### src/rtl/fpsc_pkg.sv
package fpsc_pkg;
  localparam int REG_W      = 32;
  localparam int COND_W     = 4;
  localparam int COND_LSB   = 28;
  localparam int MODE_W     = 5;
  localparam int MODE_LSB   = 22;
  localparam int FLAG_W     = 6;
  localparam int LOW_FLAG_W = 5;
  localparam int DENORM_POS = 7;
  localparam int DENORM_IDX = FLAG_W - 1;
  localparam int INEXACT_IDX = 4;

  // flags able to raise the interrupt: everything except inexact
  localparam logic [FLAG_W-1:0] IRQ_MASK = ~(FLAG_W'(1) << INEXACT_IDX);

  localparam logic [REG_W-1:0] COND_FIELD = {{(REG_W-COND_W){1'b0}}, {COND_W{1'b1}}} << COND_LSB;
  localparam logic [REG_W-1:0] MODE_FIELD = {{(REG_W-MODE_W){1'b0}}, {MODE_W{1'b1}}} << MODE_LSB;
  localparam logic [REG_W-1:0] FLAG_FIELD = ({{(REG_W-LOW_FLAG_W){1'b0}}, {LOW_FLAG_W{1'b1}}})
                                            | (REG_W'(1) << DENORM_POS);
  localparam logic [REG_W-1:0] LIVE_BITS  = COND_FIELD | MODE_FIELD | FLAG_FIELD;

  function automatic logic [REG_W-1:0] place_cond(input logic [COND_W-1:0] c);
    return REG_W'(c) << COND_LSB;
  endfunction

  function automatic logic [COND_W-1:0] take_cond(input logic [REG_W-1:0] w);
    return w[COND_LSB +: COND_W];
  endfunction

  function automatic logic [REG_W-1:0] place_mode(input logic [MODE_W-1:0] m);
    return REG_W'(m) << MODE_LSB;
  endfunction

  function automatic logic [MODE_W-1:0] take_mode(input logic [REG_W-1:0] w);
    return w[MODE_LSB +: MODE_W];
  endfunction

  function automatic logic [REG_W-1:0] place_flags(input logic [FLAG_W-1:0] f);
    logic [REG_W-1:0] r;
    r = REG_W'(f[LOW_FLAG_W-1:0]);
    r[DENORM_POS] = f[DENORM_IDX];
    return r;
  endfunction

  function automatic logic [FLAG_W-1:0] take_flags(input logic [REG_W-1:0] w);
    return {w[DENORM_POS], w[LOW_FLAG_W-1:0]};
  endfunction

  function automatic logic wants_irq(input logic [FLAG_W-1:0] f);
    return |(f & IRQ_MASK);
  endfunction
endpackage

### src/rtl/fpsc_cond_bank.sv
module fpsc_cond_bank
  import fpsc_pkg::*;
(
  input  logic              clk,
  input  logic              rst_n,
  input  logic              wr_en,
  input  logic [COND_W-1:0] wr_cond,
  input  logic              cmp_valid,
  input  logic [COND_W-1:0] cmp_cond,
  output logic [COND_W-1:0] cond_q,
  output logic              cond_load
);
  logic [COND_W-1:0] cond_d;

  assign cond_load = cmp_valid | wr_en;

  always_comb begin
    cond_d = cond_q;
    if (wr_en)     cond_d = wr_cond;
    if (cmp_valid) cond_d = cmp_cond;
  end

  always_ff @(posedge clk or negedge rst_n) begin
    if (!rst_n) cond_q <= '0;
    else        cond_q <= cond_d;
  end


  cond_hold_chk: assert property (@(posedge clk) disable iff (!rst_n)
    !cond_load |=> $stable(cond_q));


  cmp_wins_chk: assert property (@(posedge clk) disable iff (!rst_n)
    cmp_valid |=> cond_q == $past(cmp_cond));
endmodule

### src/rtl/fpsc_mode_bank.sv
module fpsc_mode_bank
  import fpsc_pkg::*;
#(
  parameter logic [MODE_W-1:0] MODE_RST = '0
) (
  input  logic              clk,
  input  logic              rst_n,
  input  logic              wr_en,
  input  logic [MODE_W-1:0] wr_mode,
  input  logic              dflt_wr_en,
  input  logic [MODE_W-1:0] dflt_wr_mode,
  input  logic              ctx_start,
  output logic [MODE_W-1:0] mode_q,
  output logic [MODE_W-1:0] dflt_q
);
  logic [MODE_W-1:0] mode_d;
  logic              ctx_load;

  assign ctx_load = ctx_start & ~wr_en;

  always_comb begin
    mode_d = mode_q;
    if (ctx_start) mode_d = dflt_q;
    if (wr_en)     mode_d = wr_mode;
  end

  always_ff @(posedge clk or negedge rst_n) begin
    if (!rst_n) begin
      mode_q <= MODE_RST;
      dflt_q <= MODE_RST;
    end else begin
      mode_q <= mode_d;
      if (dflt_wr_en) dflt_q <= dflt_wr_mode;
    end
  end


  ctx_load_chk: assert property (@(posedge clk) disable iff (!rst_n)
    ctx_load |=> mode_q == $past(dflt_q));


  mode_hold_chk: assert property (@(posedge clk) disable iff (!rst_n)
    (!ctx_start && !wr_en) |=> $stable(mode_q));
endmodule

### src/rtl/fpsc_flag_bank.sv
module fpsc_flag_bank
  import fpsc_pkg::*;
(
  input  logic              clk,
  input  logic              rst_n,
  input  logic              wr_en,
  input  logic [FLAG_W-1:0] wr_flags,
  input  logic [FLAG_W-1:0] pulse,
  output logic [FLAG_W-1:0] flags_q,
  output logic              irq_q
);
  logic [FLAG_W-1:0] flags_d;

  for (genvar gi = 0; gi < FLAG_W; gi++) begin : g_flag
    always_comb flags_d[gi] = (wr_en ? wr_flags[gi] : flags_q[gi]) | pulse[gi];

    always_ff @(posedge clk or negedge rst_n) begin
      if (!rst_n) flags_q[gi] <= 1'b0;
      else        flags_q[gi] <= flags_d[gi];
    end
  end

  always_ff @(posedge clk or negedge rst_n) begin
    if (!rst_n) irq_q <= 1'b0;
    else        irq_q <= wants_irq(flags_q);
  end


  sticky_hold_chk: assert property (@(posedge clk) disable iff (!rst_n)
    !wr_en |=> (flags_q & $past(flags_q)) == $past(flags_q));


  pulse_sets_chk: assert property (@(posedge clk) disable iff (!rst_n)
    (|pulse) |=> (flags_q & $past(pulse)) == $past(pulse));


  inexact_quiet_chk: assert property (@(posedge clk) disable iff (!rst_n)
    ((flags_q & IRQ_MASK) == '0) |=> !irq_q);
endmodule

### src/rtl/fp_status_ctrl.sv
module fp_status_ctrl
  import fpsc_pkg::*;
#(
  parameter logic [MODE_W-1:0] MODE_RST = '0
) (
  input  logic              clk,
  input  logic              rst_n,
  input  logic              reg_wr_en,
  input  logic [REG_W-1:0]  reg_wr_data,
  output logic [REG_W-1:0]  reg_rd_data,
  input  logic              cmp_valid,
  input  logic [COND_W-1:0] cmp_nzcv,
  input  logic [FLAG_W-1:0] exc_pulse,
  input  logic              dflt_wr_en,
  input  logic [REG_W-1:0]  dflt_wr_data,
  output logic [REG_W-1:0]  dflt_rd_data,
  input  logic              ctx_start,
  output logic              irq
);
  logic [COND_W-1:0] cond_q;
  logic              cond_load;
  logic [MODE_W-1:0] mode_q;
  logic [MODE_W-1:0] dflt_q;
  logic [FLAG_W-1:0] flags_q;

  fpsc_cond_bank u_cond (
    .clk       (clk),
    .rst_n     (rst_n),
    .wr_en     (reg_wr_en),
    .wr_cond   (take_cond(reg_wr_data)),
    .cmp_valid (cmp_valid),
    .cmp_cond  (cmp_nzcv),
    .cond_q    (cond_q),
    .cond_load (cond_load)
  );

  fpsc_mode_bank #(.MODE_RST(MODE_RST)) u_mode (
    .clk          (clk),
    .rst_n        (rst_n),
    .wr_en        (reg_wr_en),
    .wr_mode      (take_mode(reg_wr_data)),
    .dflt_wr_en   (dflt_wr_en),
    .dflt_wr_mode (take_mode(dflt_wr_data)),
    .ctx_start    (ctx_start),
    .mode_q       (mode_q),
    .dflt_q       (dflt_q)
  );

  fpsc_flag_bank u_flag (
    .clk      (clk),
    .rst_n    (rst_n),
    .wr_en    (reg_wr_en),
    .wr_flags (take_flags(reg_wr_data)),
    .pulse    (exc_pulse),
    .flags_q  (flags_q),
    .irq_q    (irq)
  );

  assign reg_rd_data  = place_cond(cond_q) | place_mode(mode_q) | place_flags(flags_q);
  assign dflt_rd_data = place_mode(dflt_q);


  reserved_zero_chk: assert property (@(posedge clk) disable iff (!rst_n)
    (reg_rd_data & ~LIVE_BITS) == '0);


  write_or_pulse_chk: assert property (@(posedge clk) disable iff (!rst_n)
    reg_wr_en |=> take_flags(reg_rd_data) == ($past(take_flags(reg_wr_data)) | $past(exc_pulse)));


  irq_cause_chk: assert property (@(posedge clk) disable iff (!rst_n)
    irq |-> $past(wants_irq(take_flags(reg_rd_data))));
endmodule

### config.mk
export PLATFORM = sky130hd
export DESIGN_NAME = fp_status_ctrl
export DESIGN_NICKNAME = d
export VERILOG_FILES = /design/src/rtl/fpsc_pkg.sv /design/src/rtl/fpsc_cond_bank.sv /design/src/rtl/fpsc_mode_bank.sv /design/src/rtl/fpsc_flag_bank.sv /design/src/rtl/fp_status_ctrl.sv
export SDC_FILE = /design/constraint.sdc
export NUM_CORES = 1
export LEC_CHECK = 0
export BUFFER_PORTS_ARGS = -buffer_cell sky130_fd_sc_hd__buf_2
export CORE_ASPECT_RATIO = 0.8
export CORE_MARGIN = 3
export CORE_UTILIZATION = 30
export DETAILED_ROUTE_END_ITERATION = 16
export GPL_ROUTABILITY_DRIVEN = 1
export HOLD_SLACK_MARGIN = 0.1
export PLACE_DENSITY = 0.83
export SETUP_SLACK_MARGIN = 0.4
export SYNTH_ARGS = -nofsm -noshare
export SYNTH_HDL_FRONTEND = slang
export SYNTH_SLANG_ARGS = --single-unit
export TNS_END_PERCENT = 50
### constraint.sdc
create_clock -name clk -period 0.97 [get_ports clk]
set_clock_uncertainty 0.2 [all_clocks]
set_input_delay 0.097 -clock clk [delete_from_list [all_inputs] [get_ports clk]]
set_output_delay 0.097 -clock clk [all_outputs]
set_load 0.01 [all_outputs]
==> impl_results.md <==
* Filler Cell Count at 372
* Synth area leader: dfrtp_1
* WHS at -0.407 ns
* Vias in the first global route at 789
* Final core occ at 43.6%
* Buffers plus inverters on the worst setup path at 2
* Clk buf depth at 2
* Peak supply drop at 0.611 mV
* Final Cell Area at 1590 um^2
* Critical Path End Type: output pin
* Largest net degree at the start of global routing at 22
* Most used cell along the critical path: buf_6
* Clock tree sinks at 21
* Mapped cell area at 1210 um^2
* Top Layer Used: met4
* Initial DRC count at 10
* Post-synthesis mux area share at 12.1%
* Top FF cell, synth: dfrtp_1
* Antenna violations before repair at 0
* Post-synthesis compound-gate area fraction at 8.07%
* Status: finished with violations
* CP max stage cell: dfrtp_1
* Setup Crit Path Kind: reg2out
* Avg Vias per Cell at 3.68
* Final period util at 121%
* CTS buffer count at 3
* Final std cells w/o fill at 238
* Met1 WL at 1020 um
* Finish-stage setup viols at 37
* Largest family of logic cells by synthesized area: buffers and inverters
* Core Area at 3640 um^2
* Ports at 145
* HP Class: in2async
* Crit Path Max Fanout at 2
* Fraction of the mapped netlist area in adder cells at 0%
* Detail Placement HPWL at 2100 um
* Dpl cells at 226
* Yosys warns at 0
* Post-Syn Instances at 116
* Final WS setup at -0.201 ns
* CP cell instances: buf_6 > buf_6
* Post-Synth Simple-Gate Area at 6.94%
* CP startpoint kind: flip-flop
* Initial Util at 33.2%
* CTS H-tree depth at 1
* Top cell type's share of synthesized area at 43.5%
* GRT Total Usage at 9.88%
* Unrepaired setup endpoints after global routing: yes
* ANT cells at 0
* WP data arrival at 0.87 ns
* Final wirelength at 2620 um
* Share of layout cells above drive strength 1 at 43.5%
* Period minus WS final at 1.17 ns
* Met2 WL at 1380 um
* Worst setup path start: u_flag.flags_q[1]
* Dpl cell area at 1410 um^2
* Insertion delay to the later sink of the worst-skew pair at 0.25 ns
* Sequential cell area fraction in the yosys report at 43.5%
* Die Width at 77.0 um
* Post-synth top cells: buf_4, dfrtp_1, nand2_1
* Pre-Repair DR Iteration Count at 2
* Pwr/cell area at 1320 nW/um^2
* Fin. max-slew vios at 0
* Area growth syn-to-layout at 31.2%
* CP top delay family: flip-flops
* GR Overflow Total at 0
* Number of synthesized flops with an enable pin at 0
* First-pass GRT wire length at 3820 um
* Cell Rows at 19
* Leading post-synthesis cells by cell area: dfrtp_1, buf_4, mux2i_1
* CTS root buf: clkbuf_8
* DRT antenna net count at 0
* Area occupied by multi-input gates at 508 um^2
* Post-synth ARST share at 100%
* Vias at 877
* Failing checks: negative hold slack, negative setup slack
* Worst Path Required at 0.67 ns
* I/O Buffers at 56
* Met3 routed WL at 193 um
* Final GP Congestion at 0.710
* Layout Nets at 267
* Synth Register Bits at 21
* Final-report hold violation count at 41
* Max Cap Violations at 0
* Mean Syn Cell Area at 10.4 um^2
* CP max stage delay at 0.39 ns
* RR Startpoint: u_flag.flags_q[2]
* DR WL/cell at 11.0 um
* Post-Synth XOR/XNOR Area at 0%
* Clock-pin slew on the worst setup and hold paths at 0.08 ns
* FMAX at 854 MHz
* Die Height at 62.8 um
* Count of cell types in the netlist at 15
* Remaining DRCs at 0
* Lkg Pwr at 0.856 nW
* CTS tree: yes
* Register Area at 526 um^2
* Die Footprint at 4830 um^2
* Count leader, synth: buf_4
## layer usage
metal,GRT usage (%),vias up
met5,0,-
met4,2.71,0
met3,3.46,2
met2,16.6,38
met1,11.9,402
li1,-,435
## repair_timing
item	in CTS	in global routing
endpoints found under the hold margin	41	41
buffers inserted	3	5
endpoints found under the setup margin	42	42
gates resized for setup	6	9
pin swaps	6	5
## cells by family after synthesis
logic type      Yosys count
compound gates           15
buf+inv                  47
flops                    21
mux                      14
other cells               1
simple gates             18
## power breakdown
| part | leakage [nW] | internal (mW) | switching (mW) | total, mW |
|---|---|---|---|---|
| combinational | 0.596 | 0.265 | 0.275 | 0.540 |
| clock | 0.0228 | 0.292 | 0.272 | 0.564 |
| sequential | 0.237 | 0.950 | 0.0424 | 0.992 |
## state kept, by name, summed over array words and instances, names as in the netlist
signal	cells
u_flag.flags_q	6
u_mode.dflt_q	5
u_mode.mode_q	5
u_cond.cond_q	4
u_flag.irq_q	1
## path summary, 6_finish.rpt
check	endpoint	slack, ns	depth (start not counted)
min in group clk	u_flag.flags_q[1]	-0.17	2
setup reg to reg	u_flag.flags_q[2]	-0.14	2
setup / recovery	reg_rd_data[1]	-0.20	2
hold / removal	u_cond.cond_q[2]	-0.41	1
hold reg to reg	u_flag.irq_q	0.31	2
max in group asynchronous	u_mode.dflt_q[4]	0.65	1
## layout make-up
type	count	share of cell area, %
multi-input combinational	91	32.0
timing repair buffer	70	27.9
clock buffer	4	2.84
tap	52	4.10
sequential	21	33.1
## layout by cell type (no fill, tap or decap), types with 3 or more instances in the layout
master    synthesis  layout
a211o_1           6       6
buf_2             1      50
buf_4            44       9
buf_6             1      11
clkbuf_8          0       3
conb_1            1      44
dfrtp_1          21      21
mux2_2            5       5
mux2i_1           9       9
nand2_1          10      10
nor2b_1           6       4
o21ai_1           4       9
## stage by stage
| stage | setup slack, ns | hold slack, ns | TNS, ns | power (mW) |
|---|---|---|---|---|
| 4_1_cts | -0.213 | -0.398 | -3.68 | 2.07 |
| 2_1_floorplan | -0.0945 | -0.399 | -0.609 | 1.37 |
| 5_1_grt | -0.235 | -0.377 | -5.25 | 2.23 |
| 6_report | -0.201 | -0.407 | -3.80 | 2.10 |
| 3_3_place_gp | -0.114 | -0.108 | -1.31 | 1.45 |
| 3_5_place_dp | -0.117 | -0.114 | -1.37 | 1.46 |
No activity file was read; power rests on OpenSTA's default activity.
